## src/rtl/gic_pkg.sv

```systemverilog
package gic_pkg;

    localparam int NSRC    = 3;
    localparam int REG_AW  = 3;
    localparam int B_FRAME = 0;
    localparam int B_FLUSH = 1;
    localparam int B_OOM   = 2;

    typedef logic [NSRC-1:0] src_vec_t;

    typedef enum logic [REG_AW-1:0] {
        RA_STATUS    = 3'd0,
        RA_EN_SET    = 3'd1,
        RA_EN_CLR    = 3'd2,
        RA_POOL_BASE = 3'd3,
        RA_POOL_SIZE = 3'd4
    } reg_addr_e;

    typedef struct packed {
        logic status_w;
        logic en_set_w;
        logic en_clr_w;
        logic base_w;
        logic size_w;
    } wr_dec_t;

    function automatic wr_dec_t decode_write(input logic we, input logic [REG_AW-1:0] a);
        wr_dec_t d;
        d.status_w = we && (a == RA_STATUS);
        d.en_set_w = we && (a == RA_EN_SET);
        d.en_clr_w = we && (a == RA_EN_CLR);
        d.base_w   = we && (a == RA_POOL_BASE);
        d.size_w   = we && (a == RA_POOL_SIZE);
        return d;
    endfunction

endpackage

```

## src/rtl/irq_status_bank.sv

```systemverilog
module irq_status_bank
    import gic_pkg::*;
(
    input  logic     clk,
    input  logic     rst,
    input  src_vec_t set_i,
    input  src_vec_t clr_i,
    output src_vec_t status_o
);

    for (genvar i = 0; i < NSRC; i++) begin : g_bit
        always_ff @(posedge clk) begin
            if (rst) status_o[i] <= 1'b0;
            else     status_o[i] <= set_i[i] | (status_o[i] & ~clr_i[i]);
        end
    end

    AST_SET_WINS: assert property (@(posedge clk) disable iff (rst)
        (|set_i) |=> ((status_o & $past(set_i)) == $past(set_i)));

    AST_CLEAR_TAKES: assert property (@(posedge clk) disable iff (rst)
        (|(clr_i & ~set_i)) |=> ((status_o & $past(clr_i & ~set_i)) == '0));

endmodule

```

## src/rtl/irq_enable_bank.sv

```systemverilog
module irq_enable_bank
    import gic_pkg::*;
(
    input  logic     clk,
    input  logic     rst,
    input  src_vec_t set_i,
    input  src_vec_t clr_i,
    output src_vec_t enable_o
);

    always_ff @(posedge clk) begin
        if (rst) enable_o <= '0;
        else     enable_o <= (enable_o | set_i) & ~clr_i;
    end

    AST_SET_ENABLES: assert property (@(posedge clk) disable iff (rst)
        (|set_i) |=> ((enable_o & $past(set_i)) == $past(set_i)));

    AST_CLR_DISABLES: assert property (@(posedge clk) disable iff (rst)
        (|clr_i) |=> ((enable_o & $past(clr_i)) == '0));

    AST_IDLE_KEEPS: assert property (@(posedge clk) disable iff (rst)
        (set_i == '0 && clr_i == '0) |=> $stable(enable_o));

endmodule

```

## src/rtl/pool_tracker.sv

```systemverilog
module pool_tracker #(
    parameter int DATA_W = 32
) (
    input  logic              clk,
    input  logic              rst,
    input  logic              exhausted_i,
    input  logic              base_we_i,
    input  logic              size_we_i,
    input  logic [DATA_W-1:0] wdata_i,
    output logic              cond_o,
    output logic [DATA_W-1:0] base_o,
    output logic [DATA_W-1:0] size_o
);

    logic base_fresh;
    logic refill;

    assign refill = size_we_i && (wdata_i != '0) && base_fresh;

    always_ff @(posedge clk) begin
        if (rst) begin
            cond_o     <= 1'b1;
            base_fresh <= 1'b0;
            base_o     <= '0;
            size_o     <= '0;
        end else begin
            cond_o <= exhausted_i | (cond_o & ~refill);
            if (exhausted_i)    base_fresh <= 1'b0;
            else if (refill)    base_fresh <= 1'b0;
            else if (base_we_i) base_fresh <= 1'b1;
            if (base_we_i) base_o <= wdata_i;
            if (size_we_i) size_o <= wdata_i;
        end
    end

    AST_ZERO_SIZE_KEEPS: assert property (@(posedge clk) disable iff (rst)
        (cond_o && size_we_i && wdata_i == '0) |=> cond_o);

    AST_EXHAUST_SETS: assert property (@(posedge clk) disable iff (rst)
        exhausted_i |=> cond_o);

endmodule

```

## src/rtl/gfx_irq_ctrl.sv

```systemverilog
module gfx_irq_ctrl
    import gic_pkg::*;
#(
    parameter int DATA_W = 32
) (
    input  logic              clk,
    input  logic              rst,
    input  logic [2:0]        addr_i,
    input  logic              wr_en_i,
    input  logic [DATA_W-1:0] wr_data_i,
    input  logic              rd_en_i,
    output logic [DATA_W-1:0] rd_data_o,
    input  logic              frame_done_i,
    input  logic              flush_done_i,
    input  logic              pool_exhausted_i,
    output logic              irq_o
);

    wr_dec_t           dec;
    src_vec_t          wsrc;
    src_vec_t          st_set, st_clr, en_set, en_clr;
    src_vec_t          status, enable;
    logic              oom_cond;
    logic [DATA_W-1:0] pool_base, pool_size;
    logic [DATA_W-1:0] rd_next;

    assign dec  = decode_write(wr_en_i, addr_i);
    assign wsrc = wr_data_i[NSRC-1:0];

    always_comb begin
        st_set          = '0;
        st_set[B_FRAME] = frame_done_i;
        st_set[B_FLUSH] = flush_done_i;
        st_set[B_OOM]   = oom_cond;
    end

    assign st_clr = dec.status_w ? wsrc : '0;
    assign en_set = dec.en_set_w ? wsrc : '0;
    assign en_clr = dec.en_clr_w ? wsrc : '0;

    irq_status_bank u_status (
        .clk      (clk),
        .rst      (rst),
        .set_i    (st_set),
        .clr_i    (st_clr),
        .status_o (status)
    );

    irq_enable_bank u_enable (
        .clk      (clk),
        .rst      (rst),
        .set_i    (en_set),
        .clr_i    (en_clr),
        .enable_o (enable)
    );

    pool_tracker #(.DATA_W(DATA_W)) u_pool (
        .clk         (clk),
        .rst         (rst),
        .exhausted_i (pool_exhausted_i),
        .base_we_i   (dec.base_w),
        .size_we_i   (dec.size_w),
        .wdata_i     (wr_data_i),
        .cond_o      (oom_cond),
        .base_o      (pool_base),
        .size_o      (pool_size)
    );

    always_comb begin
        rd_next = '0;
        case (addr_i)
            RA_STATUS:              rd_next = DATA_W'(status);
            RA_EN_SET, RA_EN_CLR:   rd_next = DATA_W'(enable);
            RA_POOL_BASE:           rd_next = pool_base;
            RA_POOL_SIZE:           rd_next = pool_size;
            default:                rd_next = '0;
        endcase
    end

    always_ff @(posedge clk) begin
        if (rst) begin
            rd_data_o <= '0;
            irq_o     <= 1'b0;
        end else begin
            rd_data_o <= rd_en_i ? rd_next : '0;
            irq_o     <= |(status & enable);
        end
    end

    AST_OOM_HOLDS: assert property (@(posedge clk) disable iff (rst)
        oom_cond |=> status[B_OOM]);

    AST_IRQ_QUIET: assert property (@(posedge clk) disable iff (rst)
        ((status & enable) == '0) |=> !irq_o);

    AST_RD_IDLE: assert property (@(posedge clk) disable iff (rst)
        !rd_en_i |=> (rd_data_o == '0));

endmodule

```

## config.mk

```make
export PLATFORM = sky130hd
export DESIGN_NAME = gfx_irq_ctrl
export DESIGN_NICKNAME = d
export VERILOG_FILES = /design/src/rtl/gic_pkg.sv /design/src/rtl/irq_status_bank.sv /design/src/rtl/irq_enable_bank.sv /design/src/rtl/pool_tracker.sv /design/src/rtl/gfx_irq_ctrl.sv
export SDC_FILE = /design/constraint.sdc
export NUM_CORES = 1
export LEC_CHECK = 0
export BUFFER_PORTS_ARGS = -buffer_cell sky130_fd_sc_hd__buf_2
export CAP_MARGIN = 20
export CORE_MARGIN = 5
export CORE_UTILIZATION = 35
export CTS_CLUSTER_DIAMETER = 60
export DETAILED_ROUTE_END_ITERATION = 7
export PLACE_DENSITY = 0.54
export SLEW_MARGIN = 20
export SYNTH_ARGS = -nofsm -noshare
export SYNTH_HDL_FRONTEND = slang
export SYNTH_SLANG_ARGS = --single-unit
```

## constraint.sdc

```tcl
create_clock -name clk -period 3.58 [get_ports clk]
set_clock_uncertainty 0.05 [all_clocks]
set_input_delay 0.358 -clock clk [delete_from_list [all_inputs] [get_ports clk]]
set_output_delay 0.358 -clock clk [all_outputs]
set_load 0.005 [all_outputs]
```

==> run_results.csv, run 1 <==
group,metric,value,unit
cells_and_area,layout.nets,557,
setup_path,cp_max_fo,18,
cts,postCtsHoldBufs,0,
logic_synthesis,synth_edf_count,0,
die,coreArea,10800,um2
logic_synthesis,syn_area,3830,um2
logic_synthesis,synthDistinctLibCells,27,
die,rows,38,
setup_path,required,3.81,ns
drt,vias,3216,
global_routing,antenna_found_initial,0,
die,die-area,13100,um2
cts,cts_sinks,105,
die,dieWidth,115,um
drt,drc,0,
setup_path,slowest_delay,0.65,ns
setup_path,crit_slowest_cell,"nor3b_4",
cells_and_area,drive_gt1_share,18.7,%
worst_hold_path,holdPathStages,3,
cells_and_area,synthToLayoutAreaGrowth,15.3,%
global_routing,grt_pass1_vias,3029,
drt,ant_nets,0,
run_status,outcome,"completed",
sta,setup_viol,0,
global_routing,track_usage,15.1,%
logic_synthesis,ys_ff_latch,105,
sta,fin_crit,2.15,ns
drt,wirelength,9830,um
cts,cts_root_buf,"clkbuf_8",
cts,cts_tree,"done",
logic_synthesis,syn_inst,457,
placed_design,placed_area,4250,um2
placed_design,io_buffers,74,
cts,clk_pin_slew,0.09,ns
cells_and_area,final_common_cell,"nand2_1",
cts,clock_latency,0.35,ns
cts,clockBufferDepth,2,
pwr,total_power,0.00197,W
setup_path,critical_path_class,"input pin to register",
cells_and_area,antennaDiodeCount,0,
sta,fin_setup_tns,0,ns
worst_hold_path,worstHoldPathType,"input pin to register",
global_routing,grt_remaining_overflow,0,
cells_and_area,nFillCells,1117,
sta,relSlewSlack,52.1,%
sta,worst_pin_slew,0.716,ns
flow_run,drv_cap,0,
setup_path,worst_setup_path_end_kind,"register",
drt,first_pass_iters,5,
die,fp.dieH,115,um
setup_path,crit_arrival,2.38,ns
logic_synthesis,syn-mean-instance-area,8.37,um2
global_routing,grt_max_degree,55,
cells_and_area,final_cell_mix,"138 x nand2_1, 105 x dfxtp_1, 74 x buf_2",
sta,rsz0062_at_grt,"no",
sta,period_share,60.0,%
pwr,peakVddDrop,168,uV
setup_path,worstSetupStartpointType,"input pin",
logic_synthesis,syn_nets,499,
cts,cts_max_level,3,
cts,cts.repair.resized,0,
die,pin_count,75,
sta,hold_violations,0,
pwr,p_leak,1.64,nW
pwr,powerDensity,447,nW/um2
logic_synthesis,async_flop_share,0,%
logic_synthesis,yosysWarnings,0,
drt,wl_per_cell,14.9,um
die,start_util,35.5,%
drt,drt_iter0_drc,202,
logic_synthesis,ys.flop_type,"dfxtp_1",
setup_path,crit_chain,"buf_2 > nor3b_4 > and2_1 > buf_4 > nand2_1 > a21oi_1",
sta,slew_viol_final,0,
logic_synthesis,yosysSeqAreaShare,54.9,%
cells_and_area,final_area,4410,um2
global_routing,grt_pass1_wl,15600,um
drt,viasPerCell,4.87,
placed_design,gp_congestion,0.766,
setup_path,reg2regPathDepth,4,
placed_design,hpwl,6640,um
cts,cts_buffers,9,
sta,max_freq,466,MHz
cts,post_cts_buffers,0,
## cells by family after synthesis
kind of cell	Yosys count	share of synthesized area [%]
buffers and inverters	35	4.77
and+or+nand+nor	198	21.4
DFF	105	54.9
muxes	3	0.785
AOI/OAI and AO/OA	116	18.1
## where the power goes
group | internal [W] | leakage (nW) | switching, W
Clock | 0.000253 | 0.0870 | 0.000385
Combinational | 0.0000460 | 0.701 | 0.0000894
Sequential | 0.00119 | 0.849 | 0.0000118
Total | 0.00149 | 1.64 | 0.000486
## metal layers
| metal | up-vias | track usage [%] | routed length, um |
|---|---|---|---|
| li1 | 1651 | - | - |
| met1 | 1477 | 19.4 | 4400 |
| met2 | 75 | 24.9 | 4740 |
| met3 | 13 | 1.90 | 491 |
| met4 | 0 | 7.21 | 191 |
| met5 | - | 0 | 0 |
## worst max-delay path: cells and delay by family
| family | cells | cell delay [ns] |
|---|---|---|
| and+or+nand+nor | 3 | 1.36 |
| buffers and inverters | 2 | 0.53 |
| AOI/OAI and AO/OA | 1 | 0.12 |
## per-stage QoR
stage | util (%) | setup WS (ns) | hold slack, ns | std cells
after CTS | 40.9 | 1.47 | 0.154 | 660
after floorplan | - | 2.15 | 0.386 | 457
after detailed placement | 39.4 | 1.10 | 0.396 | 644
after global routing | 40.9 | 1.26 | 0.171 | 660
after global placement | 39.3 | 1.20 | 0.391 | 644
final | 40.9 | 1.43 | 0.165 | 660
## cell usage after synthesis (2+ instances only)
master | number | area (um2)
nand2_1 | 139 | 522
dfxtp_1 | 105 | 2100
a21oi_1 | 73 | 365
nor2_1 | 38 | 143
a22oi_1 | 29 | 218
clkbuf_1 | 15 | 56.3
buf_2 | 8 | 40.0
nor4_1 | 8 | 50.1
buf_4 | 5 | 37.5
a211o_1 | 3 | 26.3
a211oi_1 | 3 | 22.5
a2bb2oi_1 | 3 | 26.3
buf_1 | 3 | 11.3
buf_6 | 3 | 33.8
mux2i_1 | 3 | 30.0
nor2b_1 | 3 | 18.8
o21ai_0 | 3 | 15.0
and2_1 | 2 | 12.5
and3b_1 | 2 | 17.5
nand4_1 | 2 | 12.5
## path summary, 6_finish.rpt
kind                     endpoint            startpoint  slack, ns
min reg2reg     u_pool.base_o[13]     u_pool.base_o[13]       0.41
min          u_status.status_o[0]          frame_done_i       0.17
max reg2reg          rd_data_o[2]  u_status.status_o[2]       2.36
max              u_pool.size_o[0]             addr_i[1]       1.43
## flip-flops by register name, summed over array words and instances, names as in the netlist
| name | count |
|---|---|
| rd_data_o | 32 |
| u_pool.base_o | 32 |
| u_pool.size_o | 32 |
| u_enable.enable_o | 3 |
| u_status.status_o | 3 |
| irq_o | 1 |
| u_pool.base_fresh | 1 |
| u_pool.cond_o | 1 |
## area by class of cell
type	count	area (um2)	share of cell area, %
sequential	105	2100	47.6
tap	140	175	3.97
timing repair buffer	81	423	9.59
inverter	1	3.75	0.0851
multi-input combinational	317	1540	35.0
clock buffer	11	131	2.98
clock inverter	5	32.5	0.737
(Power assumes the default switching activity.)
==> inputs of run 2 (changes only) <==
--- a/config.mk
+++ b/config.mk
@@ -11,7 +11,7 @@
 export CORE_UTILIZATION = 35
 export CTS_CLUSTER_DIAMETER = 60
 export DETAILED_ROUTE_END_ITERATION = 7
-export PLACE_DENSITY = 0.54
+export PLACE_DENSITY = 0.56
 export SLEW_MARGIN = 20
 export SYNTH_ARGS = -nofsm -noshare
 export SYNTH_HDL_FRONTEND = slang
==> constraint.sdc (replaced) <==
create_clock -name clk -period 1.75 [get_ports clk]
set_clock_uncertainty 0.05 [all_clocks]
set_input_delay 0.175 -clock clk [delete_from_list [all_inputs] [get_ports clk]]
set_output_delay 0.175 -clock clk [all_outputs]
set_load 0.005 [all_outputs]
==> run 2 against run 1 <==
Sequential power increased by 100%. Critical path type unchanged. Cell count increased by 2.4%. Global-route usage increased by 0.77 points. Critical path depth unchanged. Register-to-register slack got worse by 1.7 ns. Largest power group unchanged. Flip-flop and latch count unchanged.
==> run_results.csv, run 2 (same netlist as run 1, synthesis figures left out) <==
group,metric,value,unit
cells_and_area,top_regs,"rd_data_o: 32 flops, u_pool.base_o: 32 flops, u_pool.size_o: 32 flops",
die,die-area,13100,um2
placed_design,io_buffers,74,
die,fp.dieH,115,um
global_routing,grt_max_degree,57,
cells_and_area,synthToLayoutAreaGrowth,20.4,%
global_routing,antenna_found_initial,0,
global_routing,grt_remaining_overflow,0,
drt,wl_per_cell,14.9,um
sta,worst_pin_slew,0.570,ns
sta,fin_crit,1.50,ns
global_routing,grt_pass1_wl,16300,um
cts,cts.repair.resized,0,
die,pin_count,75,
drt,viasPerCell,4.89,
drt,first_pass_iters,5,
setup_path,required,1.98,ns
cells_and_area,drive_gt1_share,20.3,%
cts,cts_sinks,105,
cells_and_area,final_cell_mix,"139 x nand2_1, 105 x dfxtp_1, 74 x buf_2",
placed_design,placed_area,4360,um2
drt,drc,0,
die,coreArea,10800,um2
worst_hold_path,worstHoldPathType,"input pin to register",
die,start_util,35.5,%
sta,setup_viol,0,
run_status,outcome,"completed",
cts,cts_tree,"done",
setup_path,worstSetupStartpointType,"input pin",
setup_path,critical_path_class,"input pin to register",
cts,cts_max_level,3,
sta,slew_viol_final,0,
sta,hold_violations,0,
placed_design,gp_congestion,0.808,
pwr,p_leak,1.74,nW
sta,max_freq,667,MHz
cts,postCtsHoldBufs,4,
setup_path,cp_max_fo,3,
drt,ant_nets,0,
cells_and_area,layout.nets,573,
cts,clockBufferDepth,2,
drt,drt_iter0_drc,165,
cells_and_area,final_common_cell,"nand2_1",
sta,fin_setup_tns,0,ns
pwr,peakVddDrop,377,uV
cts,clk_pin_slew,0.10,ns
pwr,powerDensity,935,nW/um2
cts,clock_latency,0.36,ns
cts,cts_buffers,9,
global_routing,track_usage,15.8,%
sta,relSlewSlack,61.4,%
setup_path,crit_arrival,1.73,ns
die,dieWidth,115,um
flow_run,drv_cap,0,
drt,wirelength,10100,um
drt,vias,3309,
placed_design,hpwl,6800,um
sta,rsz0062_at_grt,"no",
sta,period_share,85.6,%
die,rows,38,
sta,whs,0.0242,ns
cells_and_area,antennaDiodeCount,0,
cells_and_area,final_area,4610,um2
cts,post_cts_buffers,0,
cts,cts_root_buf,"clkbuf_8",
setup_path,worst_setup_path_end_kind,"register",
global_routing,grt_pass1_vias,3178,
run 2: critical path, cell delays in order:
cell and delay, ns:
dlygate4sd3_1 0.52, buf_2 0.13, nor4_1 0.38, nand4_1 0.15
o211a_1 0.24, o21ai_0 0.13
run 2: area by class of cell:
cell class	instances	area, um2
Tap cell	140	175
Sequential cell	105	2100
Multi-Input combinational cell	317	1540
Inverter	1	3.75
Clock inverter	4	51.3
Fill cell	1101	6190
Timing Repair Buffer	97	578
Clock buffer	12	155
run 2: stage by stage:
stage          instances  setup slack (ns)  power, W  utilization [%]
2_1_floorplan        457             0.505   0.00266                -
3_3_place_gp         656             0.238   0.00280             40.4
3_5_place_dp         656             0.229   0.00281             40.4
4_1_cts              676             0.252   0.00435             42.7
5_1_grt              676             0.128   0.00448             42.7
6_report             676             0.251   0.00431             42.7
run 2: path summary, 6_finish.rpt:
path                         from                 to  slack, ns  cells after the start
max                 wr_data_i[28]      u_pool.cond_o       0.25                      6
min                 wr_data_i[20]  u_pool.base_o[20]       0.02                      3
max reg2reg  u_status.status_o[0]       rd_data_o[0]       0.64                      4
min reg2reg      u_pool.size_o[6]   u_pool.size_o[6]       0.41                      2
run 2: power breakdown:
group | total [W] | switching [W] | internal (W)
Combinational | 0.000304 | 0.000188 | 0.000116
Sequential | 0.00245 | 0.0000231 | 0.00243
Clock | 0.00155 | 0.000807 | 0.000742
run 2: metal layers:
| layer | GRT usage, % | wire length (um) | vias to the layer above |
|---|---|---|---|
| li1 | - | - | 1687 |
| met1 | 20.3 | 4610 | 1522 |
| met2 | 26.3 | 4800 | 89 |
| met3 | 2.80 | 487 | 11 |
| met4 | 6.25 | 155 | 0 |
| met5 | 0 | 0 | - |
